## config.mk

```make
export PLATFORM = sky130hd
export DESIGN_NAME = sar_byp_ctrl
export DESIGN_NICKNAME = d
export VERILOG_FILES = /design/src/rtl/sar_byp_pkg.sv /design/src/rtl/sar_win_bank.sv /design/src/rtl/sar_byp_check.sv /design/src/rtl/sar_byp_ctrl.sv
export SDC_FILE = /design/constraint.sdc
export NUM_CORES = 1
export LEC_CHECK = 0
export ABC_AREA = 0
export BUFFER_PORTS_ARGS = -buffer_cell sky130_fd_sc_hd__buf_4
export CORE_AREA = 2 2 102 104
export DETAILED_ROUTE_END_ITERATION = 16
export DIE_AREA = 0 0 104 106
export GPL_TIMING_DRIVEN = 0
export PLACE_DENSITY = 0.61
export SKIP_LAST_GASP = 1
export SYNTH_ARGS = -nofsm -noshare
export SYNTH_HDL_FRONTEND = slang
export SYNTH_SLANG_ARGS = --single-unit
export TNS_END_PERCENT = 50
```

## constraint.sdc

```tcl
create_clock -name clk -period 4.4 [get_ports clk]
set_input_delay 0.44 -clock clk [delete_from_list [all_inputs] [get_ports clk]]
set_output_delay 0.44 -clock clk [all_outputs]
set_load 0.05 [all_outputs]
```

## src/rtl/sar_byp_pkg.sv

```systemverilog
package sar_byp_pkg;
  localparam int unsigned DEF_BITS     = 12;
  localparam int unsigned DEF_WIN_W    = 5;
  localparam int unsigned DEF_NOC_W    = 3;
  localparam int unsigned DEF_N_WIN    = 3;
  localparam int unsigned DEF_NOC_BASE = 2;

  typedef enum logic [1:0] {
    WUPD_NONE = 2'd0,
    WUPD_INC  = 2'd1,
    WUPD_DEC  = 2'd2
  } win_upd_e;
endpackage

```

## src/rtl/sar_win_bank.sv

```systemverilog
module sar_win_bank
  import sar_byp_pkg::*;
#(
  parameter int unsigned WIN_W = DEF_WIN_W,
  parameter int unsigned N_WIN = DEF_N_WIN,
  localparam int unsigned SEL_W = (N_WIN > 1) ? $clog2(N_WIN) : 1
) (
  input  logic                   clk,
  input  logic                   rst_n,
  input  logic                   clr,
  input  win_upd_e               upd,
  input  logic [SEL_W-1:0]       sel,
  output logic [N_WIN*WIN_W-1:0] sizes
);
  localparam logic [WIN_W-1:0] W_MIN = WIN_W'(1);
  localparam logic [WIN_W-1:0] W_MAX = '1;

  for (genvar g = 0; g < N_WIN; g++) begin : g_win
    logic [WIN_W-1:0] w_q;
    logic             mine;
    assign mine = (sel == SEL_W'(g));

    always_ff @(posedge clk or negedge rst_n) begin
      if (!rst_n) begin
        w_q <= W_MIN;
      end else if (clr) begin
        w_q <= W_MIN;
      end else if (mine && upd == WUPD_INC && w_q != W_MAX) begin
        w_q <= w_q + WIN_W'(1);
      end else if (mine && upd == WUPD_DEC && w_q != W_MIN) begin
        w_q <= w_q - WIN_W'(1);
      end
    end

    assign sizes[g*WIN_W +: WIN_W] = w_q;
  end
endmodule

```

## src/rtl/sar_byp_check.sv

```systemverilog
module sar_byp_check
  import sar_byp_pkg::*;
#(
  parameter int unsigned N_BITS   = DEF_BITS,
  parameter int unsigned WIN_W    = DEF_WIN_W,
  parameter int unsigned NOC_W    = DEF_NOC_W,
  parameter int unsigned N_WIN    = DEF_N_WIN,
  parameter int unsigned NOC_BASE = DEF_NOC_BASE,
  localparam int unsigned IDX_W   = $clog2(N_BITS),
  localparam int unsigned SEL_W   = (N_WIN > 1) ? $clog2(N_WIN) : 1
) (
  input  logic [IDX_W-1:0]       cur,
  input  logic [NOC_W-1:0]       noc,
  input  logic [N_WIN*WIN_W-1:0] sizes,
  output logic                   hit,
  output logic [SEL_W-1:0]       hit_sel
);
  logic [N_WIN-1:0] ok;
  logic [N_BITS-1:0] span;

  always_comb begin
    span = '0;
    if (cur >= IDX_W'(2)) span = N_BITS'(1) << (cur - IDX_W'(2));
  end

  for (genvar g = 0; g < N_WIN; g++) begin : g_cmp
    assign ok[g] = (noc == NOC_W'(NOC_BASE + g)) && (cur >= IDX_W'(2)) &&
                   (span <= N_BITS'(sizes[g*WIN_W +: WIN_W]));
  end

  always_comb begin
    hit     = |ok;
    hit_sel = '0;
    for (int g = N_WIN - 1; g >= 0; g--) begin
      if (ok[g]) hit_sel = SEL_W'(g);
    end
  end
endmodule

```

## src/rtl/sar_byp_ctrl.sv

```systemverilog
module sar_byp_ctrl
  import sar_byp_pkg::*;
#(
  parameter int unsigned N_BITS   = DEF_BITS,
  parameter int unsigned WIN_W    = DEF_WIN_W,
  parameter int unsigned NOC_W    = DEF_NOC_W,
  parameter int unsigned N_WIN    = DEF_N_WIN,
  parameter int unsigned NOC_BASE = DEF_NOC_BASE
) (
  input  logic                   clk,
  input  logic                   rst_n,
  input  logic                   win_clr,
  input  logic                   samp_done,
  input  logic                   cmp_valid,
  output logic                   cmp_ready,
  input  logic                   cmp_dec,
  input  logic [NOC_W-1:0]       cmp_noc,
  output logic [N_BITS-1:0]      cyc_en,
  output logic [N_BITS-1:0]      dac_p,
  output logic [N_BITS-1:0]      dac_n,
  output logic [N_BITS-1:0]      skip_mask,
  output logic                   done,
  output logic                   win_err,
  output logic [N_WIN*WIN_W-1:0] win_sizes
);
  localparam int unsigned IDX_W = $clog2(N_BITS);
  localparam int unsigned SEL_W = (N_WIN > 1) ? $clog2(N_WIN) : 1;

  logic              busy, taken, pend, done_q, err_q;
  logic [IDX_W-1:0]  cur, byp_bit;
  logic [SEL_W-1:0]  byp_sel, hit_sel;
  logic [N_BITS-1:0] up, dn, mask, skip_v;
  logic              acc, at_lsb, lsb_bad, hit;
  win_upd_e          upd;

  assign acc     = cmp_valid && busy;
  assign at_lsb  = (cur == '0);
  assign lsb_bad = pend && (cmp_noc == '0);
  assign skip_v  = ((N_BITS'(1) << cur) - N_BITS'(1)) & ~N_BITS'(1);

  always_comb begin
    upd = WUPD_NONE;
    if (acc && at_lsb && pend) upd = lsb_bad ? WUPD_DEC : WUPD_INC;
  end

  sar_byp_check #(
    .N_BITS(N_BITS), .WIN_W(WIN_W), .NOC_W(NOC_W), .N_WIN(N_WIN), .NOC_BASE(NOC_BASE)
  ) u_check (
    .cur(cur), .noc(cmp_noc), .sizes(win_sizes), .hit(hit), .hit_sel(hit_sel)
  );

  sar_win_bank #(.WIN_W(WIN_W), .N_WIN(N_WIN)) u_bank (
    .clk(clk), .rst_n(rst_n), .clr(win_clr), .upd(upd), .sel(byp_sel), .sizes(win_sizes)
  );

  always_ff @(posedge clk or negedge rst_n) begin
    if (!rst_n) begin
      busy    <= 1'b0;
      taken   <= 1'b0;
      pend    <= 1'b0;
      done_q  <= 1'b0;
      err_q   <= 1'b0;
      cur     <= '0;
      byp_bit <= '0;
      byp_sel <= '0;
      up      <= '0;
      dn      <= '0;
      mask    <= '0;
    end else begin
      done_q <= 1'b0;
      err_q  <= 1'b0;
      if (!busy) begin
        if (samp_done) begin
          busy  <= 1'b1;
          cur   <= IDX_W'(N_BITS - 1);
          taken <= 1'b0;
          pend  <= 1'b0;
          up    <= '0;
          dn    <= '0;
          mask  <= '0;
        end
      end else if (acc) begin
        up[cur] <= cmp_dec;
        dn[cur] <= ~cmp_dec;
        if (at_lsb) begin
          pend <= 1'b0;
          if (lsb_bad) begin
            err_q <= 1'b1;
            mask  <= '0;
            up[0] <= 1'b0;
            dn[0] <= 1'b0;
            cur   <= byp_bit - IDX_W'(1);
          end else begin
            busy   <= 1'b0;
            done_q <= 1'b1;
          end
        end else if (!taken && hit) begin
          taken   <= 1'b1;
          pend    <= 1'b1;
          byp_bit <= cur;
          byp_sel <= hit_sel;
          mask    <= mask | skip_v;
          cur     <= '0;
        end else begin
          cur <= cur - IDX_W'(1);
        end
      end
    end
  end

  assign cmp_ready = busy;
  assign cyc_en    = busy ? (N_BITS'(1) << cur) : '0;
  assign dac_p     = up;
  assign dac_n     = dn;
  assign skip_mask = mask;
  assign done      = done_q;
  assign win_err   = err_q;
endmodule

```

# Word level (Yosys, flattened, before mapping)
# Cells that the tools add are included.
dict set report word_totals {
  ff_bits 66
  inputBits 9
  output_inout_bits 66
  wordCells 152
}
dict set report op_classes {
  addsub 10
  magnitude_cmp 6
  eq_ne 18
  shift 2
  muxes 60
  bitwise_logic 3
  reduce_logical 39
}
# operator count
set ops {}
lappend ops {{2-to-1 mux 12 bit} 12}
lappend ops {{2-to-1 mux 5 bit} 9}
lappend ops {{<= comparator 12 x 5 -> 1 bit} 3}
lappend ops {{2-to-1 mux 1 bit} 25}
lappend ops {{bitwise mux 12 bit} 2}
lappend ops {{logical AND 1 bit} 24}
lappend ops {{2-to-1 mux 4 bit} 6}
lappend ops {{<< shifter 1 x 4 -> 12 bit, first input constant} 2}
lappend ops {{adder 5 x 1 -> 5 bit, second input constant} 3}
lappend ops {{inequality test 5 x 1 -> 1 bit, second input constant} 3}
lappend ops {{inequality test 5 bit, second input constant} 3}
lappend ops {{subtractor 5 x 1 -> 5 bit, second input constant} 3}
lappend ops {{OR 12 bit} 1}
lappend ops {{AND reduction 4 bit} 3}
lappend ops {{subtractor 12 x 2 -> 12 bit, second input constant} 1}
lappend ops {{2-to-1 mux 2 bit} 5}
lappend ops {{nonzero test 3 bit} 3}
lappend ops {{subtractor 4 x 1 -> 4 bit, second input constant} 2}
lappend ops {{equality test 3 x 2 -> 1 bit, second input constant} 2}
lappend ops {{AND reduction 3 bit} 2}
lappend ops {{less-than comparator 4 x 5 -> 1 bit, second input constant} 1}
lappend ops {{demux 1 bit (select 4 bit)} 1}
lappend ops {{equality test 2 x 1 -> 1 bit, second input constant} 2}
lappend ops {{equality test 2 bit, second input constant} 2}
lappend ops {{other kinds (16)} 18}

# Logic depth before layout (Yosys ltp)
# Gate-level depths: netlist (run 1).
dict set report depth {
  ltp_word 11
  mapped_depth 18
  ltp_nobuf 16
}

# Modules after synthesis
# Synthesis (run 1) repeated with hierarchy kept, for this count alone.
dict set report unflattened {
  cells_unflattened 484
  hier_area_um2 4266.6
}
# module n_inst cells_per_inst area_per_inst_um2 seq_area_each_um2
set by_module_without_submodules {}
lappend by_module_without_submodules {sar_byp_ctrl 1 282 2562.5 1251.2}
lappend by_module_without_submodules {sar_win_bank 1 126 1173.6 379.1}
lappend by_module_without_submodules {sar_byp_check 1 76 530.5 0.0}

# Worst setup path after synthesis (run 1)
# OpenSTA, ideal clock, no wires.
dict set report synth_path {
  path_type {reg2reg}
  from {register cur[2]}
  to {register byp_bit[2]}
  setup_ns 0.128
  arrival_time_ns 3.651
  required_time_ns 4.272
  slack_ns 0.621
  stages_incl_launch_ff 18
  path_buffers 1
  period_less_slack_ns 3.779
  path_cell_list {dfrtp_1 clkbuf_1 inv_1 ha_1 nor2b_1 o31ai_1 nand2_1 and3_1 ha_1 nor2b_1 o21ai_0 a221oi_1 o21ai_0 a21oi_1 o21ai_0 nor2_4 nor2_8 mux2_1}
}
dict set report synth_via {
  elab_chain_len 8
  elab_cells_between_ends 18
  classes_between {add/sub (1); order compare (4); shift (1); mux (1); bitwise (1); reduce/logical (10)}
}
# item line_no
set synth_lines {}
lappend synth_lines {{start, declared} sar_byp_ctrl.sv:30} ;# logic [IDX_W-1:0] cur, byp_bit;
lappend synth_lines {{start signal, assigned} sar_byp_ctrl.sv:75} ;# cur <= IDX_W'(N_BITS - 1);
lappend synth_lines {{start signal, assigned} sar_byp_ctrl.sv:92} ;# cur <= byp_bit - IDX_W'(1);
lappend synth_lines {{start signal, assigned} sar_byp_ctrl.sv:105} ;# cur <= cur - IDX_W'(1);
lappend synth_lines {{subtractor 4 x 2 -> 4 bit} sar_byp_check.sv:23} ;# if (cur >= IDX_W'(2)) span = N_BITS'(1) << (cur - IDX_W'(2));
lappend synth_lines {{<< shifter 1 x 4 -> 12 bit} sar_byp_check.sv:23}
lappend synth_lines {{2-to-1 mux 12 bit} sar_byp_check.sv:23}
lappend synth_lines {{<= comparator 12 x 5 -> 1 bit} sar_byp_check.sv:28} ;# (span <= N_BITS'(sizes[g*WIN_W +: WIN_W]));
lappend synth_lines {{logical AND 1 bit} sar_byp_check.sv:27} ;# assign ok[g] = (noc == NOC_W'(NOC_BASE + g)) && (cur >= IDX_W'(2)) &&
lappend synth_lines {{OR reduction 3 bit} sar_byp_check.sv:32} ;# hit = |ok;
lappend synth_lines {{logical AND 1 bit} sar_byp_ctrl.sv:97} ;# end else if (!taken && hit) begin
lappend synth_lines {{AND reduction 4 bit (no source line)} n/a}
lappend synth_lines {{end signal, assigned} sar_byp_ctrl.sv:100} ;# byp_bit <= cur;
lappend synth_lines {{end, declared} sar_byp_ctrl.sv:30}
# Several ways; a longest one is shown, not always the timed one.
# A chain may end at the register's enable or synchronous reset.

# Worst setup path after layout (run 1)
dict set report layout_path {
  from {register cur[1]}
  to {register byp_bit[3]}
}
dict set report layout_via {
  elab_chain_len 8
  elab_cells_between_ends 18
  classes_between {add/sub (1); order compare (4); shift (1); mux (1); bitwise (1); reduce/logical (10)}
}
# item line_no
set layout_lines {}
lappend layout_lines {{subtractor 4 x 2 -> 4 bit} sar_byp_check.sv:23}
lappend layout_lines {{<< shifter 1 x 4 -> 12 bit} sar_byp_check.sv:23}
lappend layout_lines {{2-to-1 mux 12 bit} sar_byp_check.sv:23}
lappend layout_lines {{<= comparator 12 x 5 -> 1 bit} sar_byp_check.sv:28}
lappend layout_lines {{logical AND 1 bit} sar_byp_check.sv:27}
lappend layout_lines {{OR reduction 3 bit} sar_byp_check.sv:32}
lappend layout_lines {{logical AND 1 bit} sar_byp_ctrl.sv:97}
lappend layout_lines {{AND reduction 4 bit (no source line) *} n/a}
# Mark *: on every way between the ends. The rest lies on a longest branch, timed or not.

==> results of run 1 <==
critical path: stages, from the launching register on:
cell	delay, ns
dfrtp_1	0.54
inv_1	0.21
ha_1	0.31
nor2_1	0.22
o31ai_2	0.13
nand2_1	0.12
and3_1	0.25
ha_1	0.29
nor2b_1	0.15
o211ai_1	0.17
a21oi_1	0.06
a2111o_1	0.41
a211o_1	0.30
o31ai_2	0.13
nor2_4	0.10
nor2_8	0.21
mux2_1	0.34
layer usage:
metal | global-route usage | up-vias | part of all wire
met4 | 0.0705 | 0 | 0.015
li1 | - | 1809 | -
met1 | 0.272 | 1807 | 0.48
met3 | 0.0362 | 13 | 0.041
met2 | 0.326 | 86 | 0.46
met5 | 0 | - | 0
registers in the layout (all words and copies together), names as in the netlist:
register	flops
skip_mask	11
done	1
cur	4
win_err	1
u_bank.g_win.w_q	15
byp_bit	4
dac_n	12
dac_p	12
cmp_ready	1
taken	1
pend	1
byp_sel	2
cells by family after synthesis:
family                   Yosys count  synth area share
buffers and inverters             46            0.0482
AND/OR/NAND/NOR                  186             0.227
other                              1          0.000908
adder cells (fa/ha/maj)           31            0.0939
multiplexers                      10            0.0248
flip-flops                        65             0.395
AO/OA/AOI/OAI                    109             0.174
XOR/XNOR                          17            0.0360
worst paths after layout:
path	startpoint	end	slack (ns)	cells past startpoint
setup / recovery	cur[1]$_DFFE_PN0P_	byp_bit[3]$_DFFE_PN0P_	0.37	16
hold / removal	rst_n	dac_p[8]$_DFFE_PN0P_	0.18	1
setup reg to reg	cur[1]$_DFFE_PN0P_	byp_bit[3]$_DFFE_PN0P_	0.37	16
hold reg to reg	skip_mask[10]$_DFFE_PN0P_	skip_mask[10]$_DFFE_PN0P_	0.51	1
max in group asynchronous	rst_n	cur[2]$_DFFE_PN0P_	3.62	1
min in group clk	samp_done	cmp_ready$_DFF_PN0_	0.34	3
layout by cell type, fill, tap and decap left out, types with 3 or more instances in the layout:
cell	instances
and3_1	10
a21oi_1	18
and2_1	3
nor3_1	14
nand2_1	55
buf_1	3
dfstp_2	3
buf_2	3
a22o_1	10
a21o_1	3
clkbuf_1	12
dfrtp_1	61
o21ai_0	36
inv_1	22
mux2i_1	8
nor2_1	44
a31oi_1	4
buf_4	72
xnor2_1	10
or3_1	4
nand3_1	27
o211ai_1	5
xor2_1	7
nor4b_1	5
nor2b_1	7
clkbuf_8	10
o31ai_1	7
ha_1	31
power by group through the flow:
| stage | combinational (mW) | clock [mW] | sequential (mW) |
|---|---|---|---|
| after floorplan | 0.911 | 0 | 1.46 |
| after global routing | 2.11 | 0.570 | 1.00 |
| final | 1.95 | 0.540 | 0.975 |
| after detailed placement | 1.96 | 0 | 0.961 |
| after CTS | 1.95 | 0.548 | 0.971 |
| after global placement | 1.93 | 0 | 0.961 |
timing repair:
action	4_1_cts	5_1_grt
gates cloned	0	0
setup endpoints to repair	20	11
gates resized for setup	2	2
endpoints found under the hold margin	0	0
layout make-up:
class / count / area [um2] / share of cell area
multi-input cells: 354 / 2310 / 0.458
flip-flops and latches: 65 / 1630 / 0.323
repair buffers: 71 / 533 / 0.106
well taps: 136 / 170 / 0.0337
clock buffers: 10 / 138 / 0.0273
plain buffers: 21 / 105 / 0.0208
inverters: 24 / 90.1 / 0.0179
clock inverters: 6 / 66.3 / 0.0131
per-stage QoR:
stage | hold WS, ns | cell area (um2) | power [mW] | setup TNS (ns)
floorplan | 0.144 | 4130 | 2.37 | 0
global placement | 0.488 | 4830 | 2.89 | -0.658
detailed placement | 0.494 | 4830 | 2.92 | -2.40
CTS | 0.221 | 5040 | 3.47 | 0
global route | 0.247 | 5040 | 3.68 | 0
finish | 0.185 | 5040 | 3.47 | 0
==> key figures, run 1 <==
Global route
  – Antenna violations before repair: 0
  – GRT overflow: 0
  – Global-route usage over all layers: 0.201
  – Pin count of the biggest net entering global routing: 66
  – Number of global-route vias before repair: around 3.6k
  – First-pass GRT wire length: between 15 and 20 mm

Pwr
  – Power Density: about 690 nW/um2
  – Clk pwr share: 0.156
  – Peak supply drop: 389 uV
  – Switching Fraction: 0.504
  – P_int: ~1.7 mW
  – Leakage: 2.32 nW
  – P_sw: around 1.7 mW
  – Logic pwr share: 0.563
  – Seq pwr share: 0.281

STA
  – Worst clock skew: about 0.016 ns
  – Slew Viols, Final: 0
  – Final hold viol count: 0
  – Period minus WS final: between 4 and 5 ns
  – PnR worst setup slack: ~0.37 ns
  – Final period utilization: 0.917
  – Worst-margin pin slew: ~0.9 ns
  – Highest clock rate: around 250 MHz
  – RSZ-0062 raised after global routing: false
  – Worst slew margin: 0.383
  – Final setup violation count: 0

Logic synthesis
  – Async SR Flop Fraction: 1.00
  – Cells taking the most area after synthesis: dfrtp_1 38%, ha_1 9.4%, nand2_1 5.0%, o21ai_0 4.5%, nor2_1 4.0%
  – Post-Syn Area: around 4100 um2
  – Number of synthesized register bits: 65
  – Avg Cell Area, Syn: a little under 9 um2
  – Share of the synthesized area in the top cell type: 0.376
  – Syn Inst Count: around 470
  – Sequential area share after synthesis: 0.395
  – EDFF count, synth: 0
  – Most instantiated library cell after synthesis: dfrtp_1
  – Main flop type after synthesis: dfrtp_1
  – Synthesis Warnings: 0
  – Yosys top cell by area: dfrtp_1
  – Synth cell count leaders: 62 x dfrtp_1, 55 x nand2_1, 44 x nor2_1
  – Post-Syn Nets: between 500 and 600
  – Cell variety after synth: 66

Place
  – Gpl congestion: 0.852
  – Dpl cells: roughly 670
  – IO buf count: between 70 and 80
  – Place WS: -0.245 ns
  – Hpwl dp: a little under 8 mm

Clocking
  – CTS Hold Bufs: 0
  – CTS Buf Count: 9
  – Number of H-tree levels: 3
  – Clk Latency, worst-skew pair: 0.35 ns
  – Clock transition at path regs: 0.08 ns
  – TritonCTS clock tree: built
  – Clk sink count: 65
  – Clock Tree Root: clkbuf_8
  – Post CTS Setup Buffer Count: 0
  – Longest Clk Path Bufs: 2

Floorplanning
  – Num rows: 37
  – Full die area: around 11000 um2
  – Chip Height: 106 um
  – Area of the core: 10000 um2
  – I/O Pins: 75
  – Initial core utilization: 0.413
  – DIE WIDTH: between 100 and 150 um

Finish
  – Ratio of cells with drive above 1 in the final layout: 0.201
  – Final Util: 0.505
  – N_diodes: 0
  – Non-filler cells, final: between 600 and 700
  – Area Overhead vs Synth: 22.1%
  – Filler cells: a little under 1k
  – Final #Nets: ~590

Worst hold path
  – Hold Path Class: primary input to asynchronous set/reset pin

Routing
  – DRT Pass-1 Iters: 4
  – WL per Instance: between 15 and 20 um
  – Initial DRC count: 230
  – DR vias/cell: 5.41
  – Final Routed Wirelength: ~11 mm
  – ANT nets after route: 0
  – DRC viols: 0
  – Via Count: around 3.7k

Setup path
  – Crit-path max FO: 9
  – Setup crit end kind: register
  – Worst EP arrival: around 4.3 ns
  – CP Launch Type: register
  – Setup CP Type: register to register
  – Worst Path Required: roughly 4.6 ns

Flow run
  – Max-cap violations: 0

Status
  – Status: finished, final reports clean
No activity file was read; power rests on OpenSTA's default activity.
==> inputs of run 2 (changes only) <==
--- a/config.mk
+++ b/config.mk
@@ -5,13 +5,15 @@
 export SDC_FILE = /design/constraint.sdc
 export NUM_CORES = 1
 export LEC_CHECK = 0
-export ABC_AREA = 0
-export BUFFER_PORTS_ARGS = -buffer_cell sky130_fd_sc_hd__buf_4
-export CORE_AREA = 2 2 102 104
+export ABC_AREA = 1
+export CELL_PAD_IN_SITES_DETAIL_PLACEMENT = 0
+export CELL_PAD_IN_SITES_GLOBAL_PLACEMENT = 1
+export CORE_AREA = 2 2 105 107
 export DETAILED_ROUTE_END_ITERATION = 16
-export DIE_AREA = 0 0 104 106
+export DIE_AREA = 0 0 107 109
+export DONT_BUFFER_PORTS = 1
 export GPL_TIMING_DRIVEN = 0
-export PLACE_DENSITY = 0.61
+export PLACE_DENSITY = 0.71
 export SKIP_LAST_GASP = 1
 export SYNTH_ARGS = -nofsm -noshare
 export SYNTH_HDL_FRONTEND = slang
==> run 2 against run 1 <==
  * Hold slack worse by 0.026 ns
  * Routed wire length grew 11%
  * Critical path type unchanged
  * Cell count increased by 7.7%
  * Combinational power down 4%
  * Via count grew 4.8%
==> key figures, run 2 <==
Status
  – Status: finished, final reports clean

Finish
  – Max FFs per register: 15
  – Final Util: 0.453
  – Post-route cell area: ~4800 um2
  – Reg with most FFs: u_bank.g_win.w_q
  – Ratio of cells with drive above 1 in the final layout: 0.0900
  – Non-filler cells, final: 740
  – Final #Nets: ~640
  – N_diodes: 0
  – Area Overhead vs Synth: 8.63%
  – Filler cells: roughly 1.1k
  – Commonest non-fill, non-tap cells in the layout: 110 x nand2_1, 91 x inv_1, 62 x dfrtp_1
  – Most common cell after layout, fill and taps aside: nand2_1

STA
  – WHS: roughly 0.16 ns
  – Highest clock rate: slightly below 300 MHz
  – RSZ-0062 raised after global routing: false
  – Slew Viols, Final: 0
  – Worst-margin pin slew: between 0.9 and 1 ns
  – PnR worst setup slack: around 0.96 ns
  – Final hold viol count: 0
  – Worst clock skew: approximately 0.0091 ns
  – Worst slew margin: 0.361
  – Setup TNS: 0 ns
  – Final setup violation count: 0
  – Final period utilization: 0.783
  – Period minus WS final: roughly 3.4 ns

Routing
  – Highest routed metal layer: met4
  – DRC viols: 0
  – Metal3 WL: roughly 660 um
  – DRT Pass-1 Iters: 4
  – Via Count: about 3.9k
  – Initial DRC count: approximately 160
  – ANT nets after route: 0
  – Met2 wire len: ~5.8 mm
  – WL met1: 5.50 mm
  – DR vias/cell: ~5.3
  – WL per Instance: roughly 16 um
  – Final Routed Wirelength: roughly 12 mm

Floorplanning
  – DIE WIDTH: ~110 um
  – I/O Pins: 75
  – Chip Height: between 100 and 150 um
  – Num rows: 38
  – Initial core utilization: 0.417
  – Full die area: about 12000 um2
  – Area of the core: 10600 um2

Logic synthesis
  – Share of the synthesized area in the top cell type: 0.351
  – Number of synthesized register bits: 65
  – Async SR Flop Fraction: 1.00
  – EDFF count, synth: 0
  – Synth cell count leaders: 110 x nand2_1, 91 x inv_1, 62 x dfrtp_1
  – Post-Syn Area: about 4400 um2
  – Syn Inst Count: 583
  – Yosys top cell by area: dfrtp_1
  – Cells taking the most area after synthesis: dfrtp_1 35%, nand2_1 9.3%, ha_1 8.8%, inv_1 7.7%, nand3_1 5.0%
  – Most instantiated library cell after synthesis: nand2_1
  – Cell variety after synth: 39
  – Avg Cell Area, Syn: between 7 and 8 um2
  – Synthesis Warnings: 0
  – Post-Syn Nets: 623
  – Sequential area share after synthesis: 0.369
  – Main flop type after synthesis: dfrtp_1

Clocking
  – Longest Clk Path Bufs: 2
  – CTS Hold Bufs: 2
  – Post-CTS sizing: 0
  – Number of H-tree levels: 3
  – TritonCTS clock tree: built
  – Clk Latency, worst-skew pair: 0.37 ns
  – Post CTS Setup Buffer Count: 0
  – Clk sink count: 65
  – CTS Buf Count: 9
  – Clock transition at path regs: about 0.080 ns
  – Clock Tree Root: clkbuf_8

Global route
  – GRT overflow: 0
  – Number of global-route vias before repair: just under 4k
  – Global-route usage over all layers: 0.220
  – Pin count of the biggest net entering global routing: 66
  – Antenna violations before repair: 0
  – First-pass GRT wire length: between 15 and 20 mm

Pwr
  – Leakage: 2.43 nW
  – Power Density: ~830 nW/um2
  – Peak supply drop: about 430 uV
  – Power, Total: roughly 4.0 mW

Flow run
  – Max-cap violations: 0

Place
  – Place WS: 0.961 ns
  – Gpl congestion: about 0.82
  – Placed cell area: 4600 um2
  – Hpwl dp: between 8 and 9 mm
  – IO buf count: 0
  – Dpl cells: roughly 720

Worst hold path
  – Hold Path Class: primary input to register
  – Hold Crit Depth: 1

Setup path
  – Setup CP Type: register to register
  – Worst Path Required: between 4 and 5 ns
  – R2R cell count: 22
  – Worst EP arrival: about 3.7 ns
  – Setup crit end kind: register
  – CP Launch Type: register
  – Crit-path max FO: 10
## run 2: worst paths after layout
path	startpoint	to	slack (ns)
worst max-delay path	cur[1]$_DFFE_PN0P_	skip_mask[4]$_DFFE_PN0P_	0.96
worst min-delay path	win_clr	u_bank.g_win[2].w_q[4]$_DFFE_PN0P_	0.16
worst max register to register	cur[1]$_DFFE_PN0P_	skip_mask[4]$_DFFE_PN0P_	0.96
worst min register to register	byp_bit[3]$_DFFE_PN0P_	byp_bit[3]$_DFFE_PN0P_	0.50
max in group asynchronous	rst_n	u_bank.g_win[1].w_q[0]$_DFFE_PN1P_	3.48
min in group asynchronous	rst_n	u_bank.g_win[2].w_q[2]$_DFFE_PN0P_	0.61
## run 2: where the power goes
group	total (mW)	internal, mW	switching, mW
combinational	1.88	0.632	1.25
clock	0.473	0.203	0.270
sequential	1.65	0.814	0.834
total	4.00	1.65	2.35
## run 2: final cells by class
| cell class | instances | area, um2 | share of cell area |
|---|---|---|---|
| inverters | 98 | 368 | 0.0766 |
| clock inverters | 6 | 45.0 | 0.00937 |
| well taps | 140 | 175 | 0.0365 |
| multi-input cells | 407 | 2350 | 0.488 |
| plain buffers | 13 | 78.8 | 0.0164 |
| repair buffers | 2 | 37.5 | 0.00781 |
| flip-flops and latches | 65 | 1630 | 0.339 |
| clock buffers | 9 | 124 | 0.0258 |
## run 2: cell families (layout without fill, tap and decap cells)
family,after synthesis,after routing,synth area share
AO/OA/AOI/OAI,103,103,0.136
XOR/XNOR,16,16,0.0317
adder cells (fa/ha/maj),31,31,0.0877
buffers and inverters,111,128,0.101
flip-flops,65,65,0.369
multiplexers,1,1,0.00226
other,1,1,0.000848
AND/OR/NAND/NOR,255,255,0.272
## run 2: worst max-delay path, cell delays in order (launching register included)
cell     delay (ns)
dfrtp_1        0.46
inv_1          0.24
ha_1           0.23
inv_1          0.06
nand2_1        0.10
nand2_4        0.07
inv_2          0.06
nand2_2        0.07
nor3_1         0.44
ha_1           0.35
nand2_1        0.07
inv_1          0.04
o21ai_0        0.16
nand3_1        0.09
nand2_1        0.07
nand2_1        0.06
nand2_1        0.11
nand3_2        0.14
nand2_4        0.14
nand2_4        0.08
buf_6          0.17
nand3_1        0.08
nand2_1        0.06
## run 2: metal layers
layer / global-route usage / up-vias
li1: - / 1927
met5: 0 / -
met2: 0.382 / 89
met4: 0.0872 / 0
met1: 0.265 / 1861
met3: 0.0520 / 17
==> inputs of run 3 (changes only) <==
==> constraint.sdc (replaced) <==
create_clock -name clk -period 3.35 [get_ports clk]
set_input_delay 0.335 -clock clk [delete_from_list [all_inputs] [get_ports clk]]
set_output_delay 0.335 -clock clk [all_outputs]
set_load 0.05 [all_outputs]
==> run 3 against run 2 <==
  * First-iteration DRC count is 5.0% higher
  * Hold slack worse by 0.10 ns
  * Non-clock buffer count is 1 higher
  * Critical endpoint unchanged
  * Power is 32% higher
==> key figures, run 3 (synthesis results as in run 2) <==
Routing
  – ANT nets after route: 0
  – DRT Pass-1 Iters: 5
  – DRC viols: 0
  – Final Routed Wirelength: roughly 12 mm
  – Via Count: a little under 4k
  – WL per Instance: between 15 and 20 um
  – DR vias/cell: between 5 and 6
  – Initial DRC count: between 150 and 200

Finish
  – Reg with most FFs: u_bank.g_win.w_q
  – Final #Nets: 637
  – Ratio of cells with drive above 1 in the final layout: 0.103
  – N_diodes: 0
  – Max FFs per register: 15
  – Most common cell after layout, fill and taps aside: nand2_1
  – Commonest non-fill, non-tap cells in the layout: 110 x nand2_1, 89 x inv_1, 61 x dfrtp_1
  – Non-filler cells, final: between 700 and 800
  – Area Overhead vs Synth: 9.42%

Clocking
  – Clk Latency, worst-skew pair: between 0.3 and 0.4 ns
  – Number of H-tree levels: 3
  – CTS Buf Count: 9
  – Longest Clk Path Bufs: 2
  – TritonCTS clock tree: built
  – Clock Tree Root: clkbuf_8
  – Clk sink count: between 60 and 70
  – Clock transition at path regs: roughly 0.08 ns

Floorplanning
  – DIE WIDTH: roughly 110 um
  – I/O Pins: 75
  – Full die area: between 10000 and 15000 um2
  – Num rows: 38
  – Initial core utilization: 0.417
  – Chip Height: between 100 and 150 um
  – Area of the core: 10600 um2

Place
  – Hpwl dp: roughly 9 mm
  – IO buf count: 0
  – Dpl cells: slightly above 700
  – Gpl congestion: 0.818

STA
  – Final hold viol count: 0
  – WHS: 0.0540 ns
  – Final setup violation count: 0
  – Worst-margin pin slew: about 0.96 ns
  – RSZ-0062 raised after global routing: false
  – Period minus WS final: between 3 and 4 ns
  – Worst slew margin: 0.361
  – Worst clock skew: 0.00982 ns
  – Highest clock rate: between 300 and 400 MHz
  – Slew Viols, Final: 0
  – Final period utilization: 0.912

Global route
  – Number of global-route vias before repair: between 3k and 4k
  – Antenna violations before repair: 0
  – GRT overflow: 0
  – Pin count of the biggest net entering global routing: 66
  – Global-route usage over all layers: 0.220
  – First-pass GRT wire length: roughly 20 mm

Pwr
  – P_sw: between 3 and 4 mW
  – Seq pwr share: 0.409
  – Leakage: around 2.4 nW
  – Clk pwr share: 0.117
  – Switching Fraction: 0.589
  – Peak supply drop: 572 uV
  – P_int: 2.18 mW
  – Power, Total: about 5.3 mW
  – Power Density: between 1000 and 1500 nW/um2
  – Logic pwr share: 0.474

Setup path
  – R2R Path Start: cur[1]$_DFFE_PN0P_
  – Critical Path Sink: skip_mask[4]$_DFFE_PN0P_
  – Setup crit end kind: register
  – R2r setup slk: approximately 0.29 ns
  – Worst EP arrival: 3.31 ns
  – Crit-path max FO: 10
  – Critical Path Start: cur[1]$_DFFE_PN0P_
  – R2r endpoint: skip_mask[4]$_DFFE_PN0P_
  – CP Launch Type: register
  – Setup CP Type: register to register
  – R2R cell count: 23
  – Worst Path Required: about 3.6 ns

Worst hold path
  – Hold Path Class: primary input to register

Status
  – Status: finished, final reports clean

Flow run
  – Max-cap violations: 0
[run 3: changes by cell type in the layout (fill, tap and decap cells not counted), sizes merged]
cell  change
buf       +1
[run 3: per-stage QoR]
| step | TNS [ns] | worst slack (ns) | instance area [um2] | utilization |
|---|---|---|---|---|
| 3_5_place_dp | -0.786 | -0.0885 | 4600 | 0.434 |
| 2_1_floorplan | 0 | 0.550 | 4420 | - |
| 5_1_grt | 0 | 0.00363 | 4840 | 0.456 |
| 6_report | 0 | 0.293 | 4840 | 0.456 |
| 3_3_place_gp | -0.700 | -0.0797 | 4600 | 0.434 |
| 4_1_cts | 0 | 0.00443 | 4810 | 0.454 |
[run 3: how the worst min path moves through the flow]
stage             from                            endpoint  cells after the start
4_1_cts        win_clr  u_bank.g_win[2].w_q[4]$_DFFE_PN0P_                      1
5_1_grt        win_clr  u_bank.g_win[2].w_q[4]$_DFFE_PN0P_                      1
6_report       win_clr  u_bank.g_win[2].w_q[4]$_DFFE_PN0P_                      1
3_3_place_gp     rst_n  u_bank.g_win[2].w_q[1]$_DFFE_PN0P_                      0
2_1_floorplan    rst_n              byp_bit[0]$_DFFE_PN0P_                      0
3_5_place_dp     rst_n  u_bank.g_win[2].w_q[2]$_DFFE_PN0P_                      0
[run 3: power groups by stage]
stage / Clock, mW / Combinational [mW] / Sequential (mW)
final: 0.622 / 2.51 / 2.17
after global routing: 0.664 / 2.86 / 2.21
after CTS: 0.638 / 2.48 / 2.17
after detailed placement: 0 / 2.44 / 2.18
after global placement: 0 / 2.40 / 2.18
after floorplan: 0 / 1.98 / 2.09
[run 3: area by class of cell]
type	instances	area [um2]
fill	1124	5760
multi-input combinational	407	2370
sequential	65	1630
inverter	98	370
tap	140	175
clock buffer	9	124
buffer	13	78.8
clock inverter	6	45.0
timing repair buffer	3	45.0
[run 3: repair_timing]
item / CTS / global route
resized for setup: 1 / 8
pin swaps: 0 / 1
hold buffers: 2 / 0
setup endpoints to repair: 16 / 21
hold endpoints to repair: 65 / 0
setup buffers: 0 / 1
[run 3: metal layers]
metal | share of wire | wire length [um] | GRT usage | vias up
met5 | 0 | 0 | 0 | -
met4 | 0.017 | 207 | 0.0872 | 0
met3 | 0.055 | 664 | 0.0520 | 15
met2 | 0.48 | 5840 | 0.383 | 87
met1 | 0.45 | 5440 | 0.265 | 1836
li1 | - | - | - | 1931
[run 3: critical path, stage by stage (launching register included)]
cell	delay (ns)
dfrtp_2	0.47
inv_4	0.12
ha_2	0.19
inv_1	0.05
nand2_1	0.10
nand2_4	0.07
inv_2	0.06
nand2_2	0.09
inv_2	0.11
nand3_2	0.13
ha_1	0.30
nand2_1	0.07
inv_1	0.04
o21ai_0	0.16
nand3_1	0.09
nand2_1	0.07
nand2_1	0.05
nand2_1	0.11
nand3_2	0.14
nand2_4	0.15
nand2_4	0.08
buf_6	0.17
nand3_1	0.07
nand2_1	0.06
